[config.mk]
export PLATFORM = sky130hd
export DESIGN_NAME = biquad_tdm
export DESIGN_NICKNAME = d
export VERILOG_FILES = /design/src/rtl/biquad_pkg.sv /design/src/rtl/biquad_sched.sv /design/src/rtl/biquad_coef.sv /design/src/rtl/biquad_mul_q.sv /design/src/rtl/biquad_add_sat.sv /design/src/rtl/biquad_tdm.sv
export SDC_FILE = /design/constraint.sdc
export NUM_CORES = 1
export LEC_CHECK = 0
export ABC_AREA = 0
export BUFFER_PORTS_ARGS = -buffer_cell sky130_fd_sc_hd__buf_2
export CAP_MARGIN = 20
export CORE_AREA = 8 8 157 159
export DETAILED_ROUTE_END_ITERATION = 6
export DIE_AREA = 0 0 165 167
export GPL_ROUTABILITY_DRIVEN = 0
export GPL_TIMING_DRIVEN = 0
export PLACE_DENSITY = 0.76
export SYNTH_ARGS = -nofsm -noshare
export SYNTH_HDL_FRONTEND = slang
export SYNTH_SLANG_ARGS = --single-unit
[constraint.sdc]
create_clock -name clk_i -period 10.5 [get_ports clk_i]
set_clock_uncertainty 0.1 [all_clocks]
set_input_delay 0.525 -clock clk_i [delete_from_list [all_inputs] [get_ports clk_i]]
set_output_delay 0.525 -clock clk_i [all_outputs]
set_load 0.005 [all_outputs]
[src/rtl/biquad_pkg.sv]
package biquad_pkg;
  localparam int unsigned PERIOD = 5;
  localparam int unsigned PH_W   = $clog2(PERIOD);

  typedef enum logic [PH_W-1:0] {
    PH_0 = 3'd0,
    PH_1 = 3'd1,
    PH_2 = 3'd2,
    PH_3 = 3'd3,
    PH_4 = 3'd4
  } phase_e;
endpackage

[src/rtl/biquad_sched.sv]
module biquad_sched
  import biquad_pkg::*;
(
  input  logic   clk_i,
  input  logic   rst_ni,
  output phase_e phase_o
);
  always_ff @(posedge clk_i or negedge rst_ni) begin
    if (!rst_ni)                phase_o <= PH_0;
    else if (phase_o == PH_4)   phase_o <= PH_0;
    else                        phase_o <= phase_e'(phase_o + 3'd1);
  end
endmodule

[src/rtl/biquad_coef.sv]
module biquad_coef
  import biquad_pkg::*;
#(
  parameter int                     DW = 16,
  parameter logic signed [DW-1:0]   B0 = 16'sd7000,
  parameter logic signed [DW-1:0]   B1 = -16'sd14000,
  parameter logic signed [DW-1:0]   B2 = 16'sd7000,
  parameter logic signed [DW-1:0]   FA = 16'sd26214,
  parameter logic signed [DW-1:0]   FB = -16'sd13107
) (
  input  phase_e                  phase_i,
  output logic signed [DW-1:0]    coef_o
);
  always_comb begin
    unique case (phase_i)
      PH_0:    coef_o = B0;
      PH_1:    coef_o = B1;
      PH_2:    coef_o = FA;
      PH_3:    coef_o = B2;
      default: coef_o = FB;
    endcase
  end
endmodule

[src/rtl/biquad_mul_q.sv]
module biquad_mul_q #(
  parameter int DW = 16,
  parameter int FW = 14
) (
  input  logic signed [DW-1:0] a_i,
  input  logic signed [DW-1:0] b_i,
  output logic signed [DW-1:0] p_o
);
  localparam int PW = 2 * DW;
  localparam logic signed [PW-1:0] MAXV = {{(PW-DW+1){1'b0}}, {(DW-1){1'b1}}};
  localparam logic signed [PW-1:0] MINV = ~MAXV;

  logic signed [PW-1:0] full, shr;

  always_comb begin
    full = PW'(a_i) * PW'(b_i);
    shr  = full >>> FW;
    if (shr > MAXV)      p_o = MAXV[DW-1:0];
    else if (shr < MINV) p_o = MINV[DW-1:0];
    else                 p_o = shr[DW-1:0];
  end
endmodule

[src/rtl/biquad_add_sat.sv]
module biquad_add_sat #(
  parameter int DW = 16
) (
  input  logic signed [DW-1:0] a_i,
  input  logic signed [DW-1:0] b_i,
  output logic signed [DW-1:0] s_o
);
  logic signed [DW:0] sum;

  always_comb begin
    sum = {a_i[DW-1], a_i} + {b_i[DW-1], b_i};
    if (sum[DW] != sum[DW-1])
      s_o = sum[DW] ? {1'b1, {(DW-1){1'b0}}} : {1'b0, {(DW-1){1'b1}}};
    else
      s_o = sum[DW-1:0];
  end
endmodule

[src/rtl/biquad_tdm.sv]
module biquad_tdm
  import biquad_pkg::*;
#(
  parameter int                     DW = 16,
  parameter int                     FW = 14,
  parameter logic signed [DW-1:0]   B0 = 16'sd7000,
  parameter logic signed [DW-1:0]   B1 = -16'sd14000,
  parameter logic signed [DW-1:0]   B2 = 16'sd7000,
  parameter logic signed [DW-1:0]   FA = 16'sd26214,
  parameter logic signed [DW-1:0]   FB = -16'sd13107
) (
  input  logic                 clk_i,
  input  logic                 rst_ni,
  input  logic signed [DW-1:0] x_i,
  output logic signed [DW-1:0] y_o,
  output logic                 valid_o
);
  phase_e               phase_q;
  logic signed [DW-1:0] coef, mul_op, prod, add_op, sum;
  logic signed [DW-1:0] r1_q, r2_q, r3_q, r4_q;
  logic                 valid_q;

  biquad_sched u_sched (
    .clk_i   (clk_i),
    .rst_ni  (rst_ni),
    .phase_o (phase_q)
  );

  biquad_coef #(
    .DW(DW), .B0(B0), .B1(B1), .B2(B2), .FA(FA), .FB(FB)
  ) u_coef (
    .phase_i (phase_q),
    .coef_o  (coef)
  );

  // feedback products take the stored output, the rest take the input
  assign mul_op = (phase_q == PH_2 || phase_q == PH_4) ? r2_q : x_i;

  biquad_mul_q #(.DW(DW), .FW(FW)) u_mul (
    .a_i (coef),
    .b_i (mul_op),
    .p_o (prod)
  );

  assign add_op = (phase_q == PH_0 || phase_q == PH_2) ? r4_q : r3_q;

  biquad_add_sat #(.DW(DW)) u_add (
    .a_i (r1_q),
    .b_i (add_op),
    .s_o (sum)
  );

  always_ff @(posedge clk_i or negedge rst_ni) begin
    if (!rst_ni) begin
      r1_q    <= '0;
      r2_q    <= '0;
      r3_q    <= '0;
      r4_q    <= '0;
      valid_q <= 1'b0;
    end else begin
      valid_q <= (phase_q == PH_1);
      unique case (phase_q)
        PH_0: begin r1_q <= prod; r4_q <= sum; end  // previous s1 closes here
        PH_1: begin r1_q <= prod; r2_q <= sum; end  // output
        PH_2: begin r1_q <= prod; r3_q <= sum; end  // partial s2
        PH_3: begin r1_q <= prod; r3_q <= sum; end  // next s2
        default: r4_q <= prod;                      // adder idle
      endcase
    end
  end

  assign y_o     = r2_q;
  assign valid_o = valid_q;
endmodule

==> impl_metrics.json <==
{
  "status": "complete, no violations",
  "antenna_found_initial": 0,
  "syn-cell-area_um2": 13050,
  "diodes": 0,
  "synthMuxAreaShare_pct": 3.116,
  "wirelength_mm": 34.55,
  "critical_path.startpoint": "u_sched.phase_o[0]",
  "cts_buffers": 9,
  "synth_area_leaders": "fa_1 (40%), dfrtp_1 (13%), ha_1 (9.9%)",
  "ys.flop_type": "dfrtp_1",
  "dr_wl_met3_mm": 3.245,
  "ys_seq_area_share_pct": 13.04,
  "grt_pass1_wl_mm": 56.80,
  "clk_pin_slew_ns": 0.05,
  "rrSetupSlack_ns": 0.56,
  "worstMarginPinSlew_ns": 1.135,
  "endpoint_kind": "flip-flop",
  "worst_path_most_repeated_cell": "fa_1",
  "ant_nets": 0,
  "drtIter0Drc": 916,
  "die_w_um": 165,
  "start_util_pct": 58.71,
  "highest_layer": "met4",
  "final_area_um2": 13950,
  "required_ns": 10.60,
  "finalSetupTns_ns": 0,
  "synth_xor_area_share_pct": 2.483,
  "startpoint_type": "flip-flop",
  "die_h_um": 167,
  "htree_levels": 3,
  "grt_overflow": 0,
  "cpMaxStageDelayCell": "fa_1",
  "clock_sinks": 68,
  "dieArea_um2": 27560,
  "vias": 10030,
  "dr.pass1.iters": 6,
  "finalCriticalPeriod_ns": 9.943,
  "final_cells": 1753,
  "viasPerCell": 5.724,
  "ctsHoldBuffers": 0,
  "netlist_instances": 1416,
  "synth_compound_area_share_pct": 9.493,
  "insertion_delay_ns": 0.34,
  "post-route-util_pct": 62.74,
  "critPathKind": "flip-flop to flip-flop",
  "hold_violations": 0,
  "worstSetupEndpoint": "r1_q[12]",
  "rsz0062_at_grt": "false",
  "cts_tree": "yes",
  "layout-drive-gt1-share_pct": 7.289,
  "dr_wl_met2_mm": 16.43,
  "dp_hpwl_mm": 29.31,
  "num_rows": 55,
  "yosysTopAreaCell": "fa_1",
  "worstRegToRegCells": 28,
  "path_depth": 28,
  "placed_cell_area_um2": 13590,
  "postSynth.asyncResetShare_pct": 100.0,
  "cap_violations": 0,
  "fin_crit_sh_pct": 94.69,
  "dpl.cell_count": 1737,
  "n_fill_cell": 1868,
  "gr-usage-all-layers_pct": 26.58,
  "avgSynthCellArea_um2": 9.215,
  "slew_headroom_pct": 22.15,
  "crit_fanout": 10,
  "critPathMaxStageDelay_ns": 0.88,
  "synth.most_common_cell": "inv_1",
  "ios": 35,
  "post-route-drc-count": 0,
  "m1WireLength_mm": 13.42,
  "max_freq_ghz": 0.1006,
  "ctsLongestPathBuffers": 2,
  "synthToLayoutAreaGrowth_pct": 6.875,
  "slew_viol_final": 0,
  "ys_warn_count": 0,
  "wl_per_cell_um": 19.71,
  "r2r_end": "r1_q[12]",
  "ys_top_cells_by_count": "inv_1 (343), fa_1 (259), nand2_1 (162), nor2_1 (122), ha_1 (103)",
  "min_path_type": "input pin to asynchronous set/reset pin",
  "synth_top_family_by_area": "adder cells",
  "cts-root-buf": "clkbuf_16",
  "grt_start_max_net_pins": 69,
  "synth-simple-area-share_pct": 11.09,
  "portBuffers": 34,
  "nNetsFinal": 1843,
  "core_area_um2": 22230,
  "timing.rr.start": "u_sched.phase_o[0]",
  "synth_top_area_share_pct": 39.74,
  "cpLargestDelayFamily": "adder cells",
  "cp.arrival_ns": 10.05,
  "ys_ff_latch": 68,
  "critical_path_buf_inv_count": 7,
  "finalSetupViolCount": 0,
  "synth_edf_count": 0,
  "synthAdderAreaFrac_pct": 50.00,
  "synth_nets": 1796,
  "grt_pass1_vias": 10830,
  "yosysUniqueCellTypes": 66
}
==> through the flow <==
| step | hold WS [ns] | worst slack (ns) |
|---|---|---|
| CTS | 0.2227 | 0.5677 |
| global route | 0.2703 | 0.05755 |
| floorplan | 0.1294 | 1.973 |
| finish | 0.2008 | 0.5575 |
| detailed placement | 0.3845 | 0.6198 |
| global placement | 0.3699 | 0.3336 |
==> how the worst min path moves through the flow <==
stage / end / slack (ns)
floorplan: r1_q[0] / 0.13
global placement: u_sched.phase_o[0] / 0.37
detailed placement: r4_q[15] / 0.38
CTS: y_o[13] / 0.22
global route: r3_q[7] / 0.27
finish: r3_q[13] / 0.20
==> area by class of cell <==
class / count / area [um^2] / share of cell area [%]
Multi-Input combinational cell: 978 / 9945 / 71.31
Sequential cell: 68 / 1702 / 12.20
Inverter: 347 / 1303 / 9.340
Tap cell: 285 / 356.6 / 2.557
Clock buffer: 12 / 256.5 / 1.839
Timing Repair Buffer: 36 / 185.2 / 1.328
Buffer: 23 / 103.9 / 0.7447
Clock inverter: 4 / 95.09 / 0.6819
==> cells by family (layout without fill, tap and decap cells) <==
| family | Yosys count | count (layout) |
|---|---|---|
| buf+inv | 370 | 422 |
| fa+ha+maj | 367 | 367 |
| simple gates | 346 | 346 |
| compound gates | 191 | 191 |
| flops | 68 | 68 |
| xor+xnor | 37 | 37 |
| mux | 37 | 37 |
==> timing repair <==
item / CTS / global route
hold endpoints to repair: 0 / 0
gates resized for setup: 0 / 1
endpoints found under the setup margin: 0 / 10
setup buffers: 0 / 0
==> sequential cells by signal (all words and copies together) (netlist names) <==
register,cells
y_o,16
r1_q,16
r4_q,16
u_sched.phase_o,3
valid_o,1
r3_q,16
==> routing by layer <==
metal	track usage, %	vias to the layer above
met5	0	-
met4	10.89	0
met3	5.202	112
met2	42.55	500
met1	34.72	4953
li1	-	4469
==> layout by cell type, fill, tap and decap left out, drive strengths merged, types with 5 or more instances in the layout <==
| master | synthesis | layout |
|---|---|---|
| inv | 344 | 344 |
| fa | 259 | 259 |
| nand2 | 162 | 162 |
| nor2 | 122 | 122 |
| ha | 103 | 103 |
| a21oi | 73 | 73 |
| dfrtp | 68 | 68 |
| o21ai | 43 | 43 |
| buf | 4 | 40 |
| clkbuf | 19 | 31 |
| mux2 | 29 | 29 |
| xnor2 | 24 | 24 |
| nand3 | 13 | 13 |
| xor2 | 13 | 13 |
| a21o | 13 | 13 |
| a221oi | 10 | 10 |
| mux2i | 8 | 8 |
| nor3 | 8 | 8 |
| or2 | 7 | 7 |
| and2 | 7 | 7 |
| o21a | 7 | 7 |
| a211oi | 6 | 6 |
| nor2b | 5 | 5 |
| o211ai | 5 | 5 |
| maj3 | 5 | 5 |
| or3 | 5 | 5 |
Power is left out: the tool's default activity adds up to more than one toggle a clock period on the data nets, which glitch-free logic cannot reach.
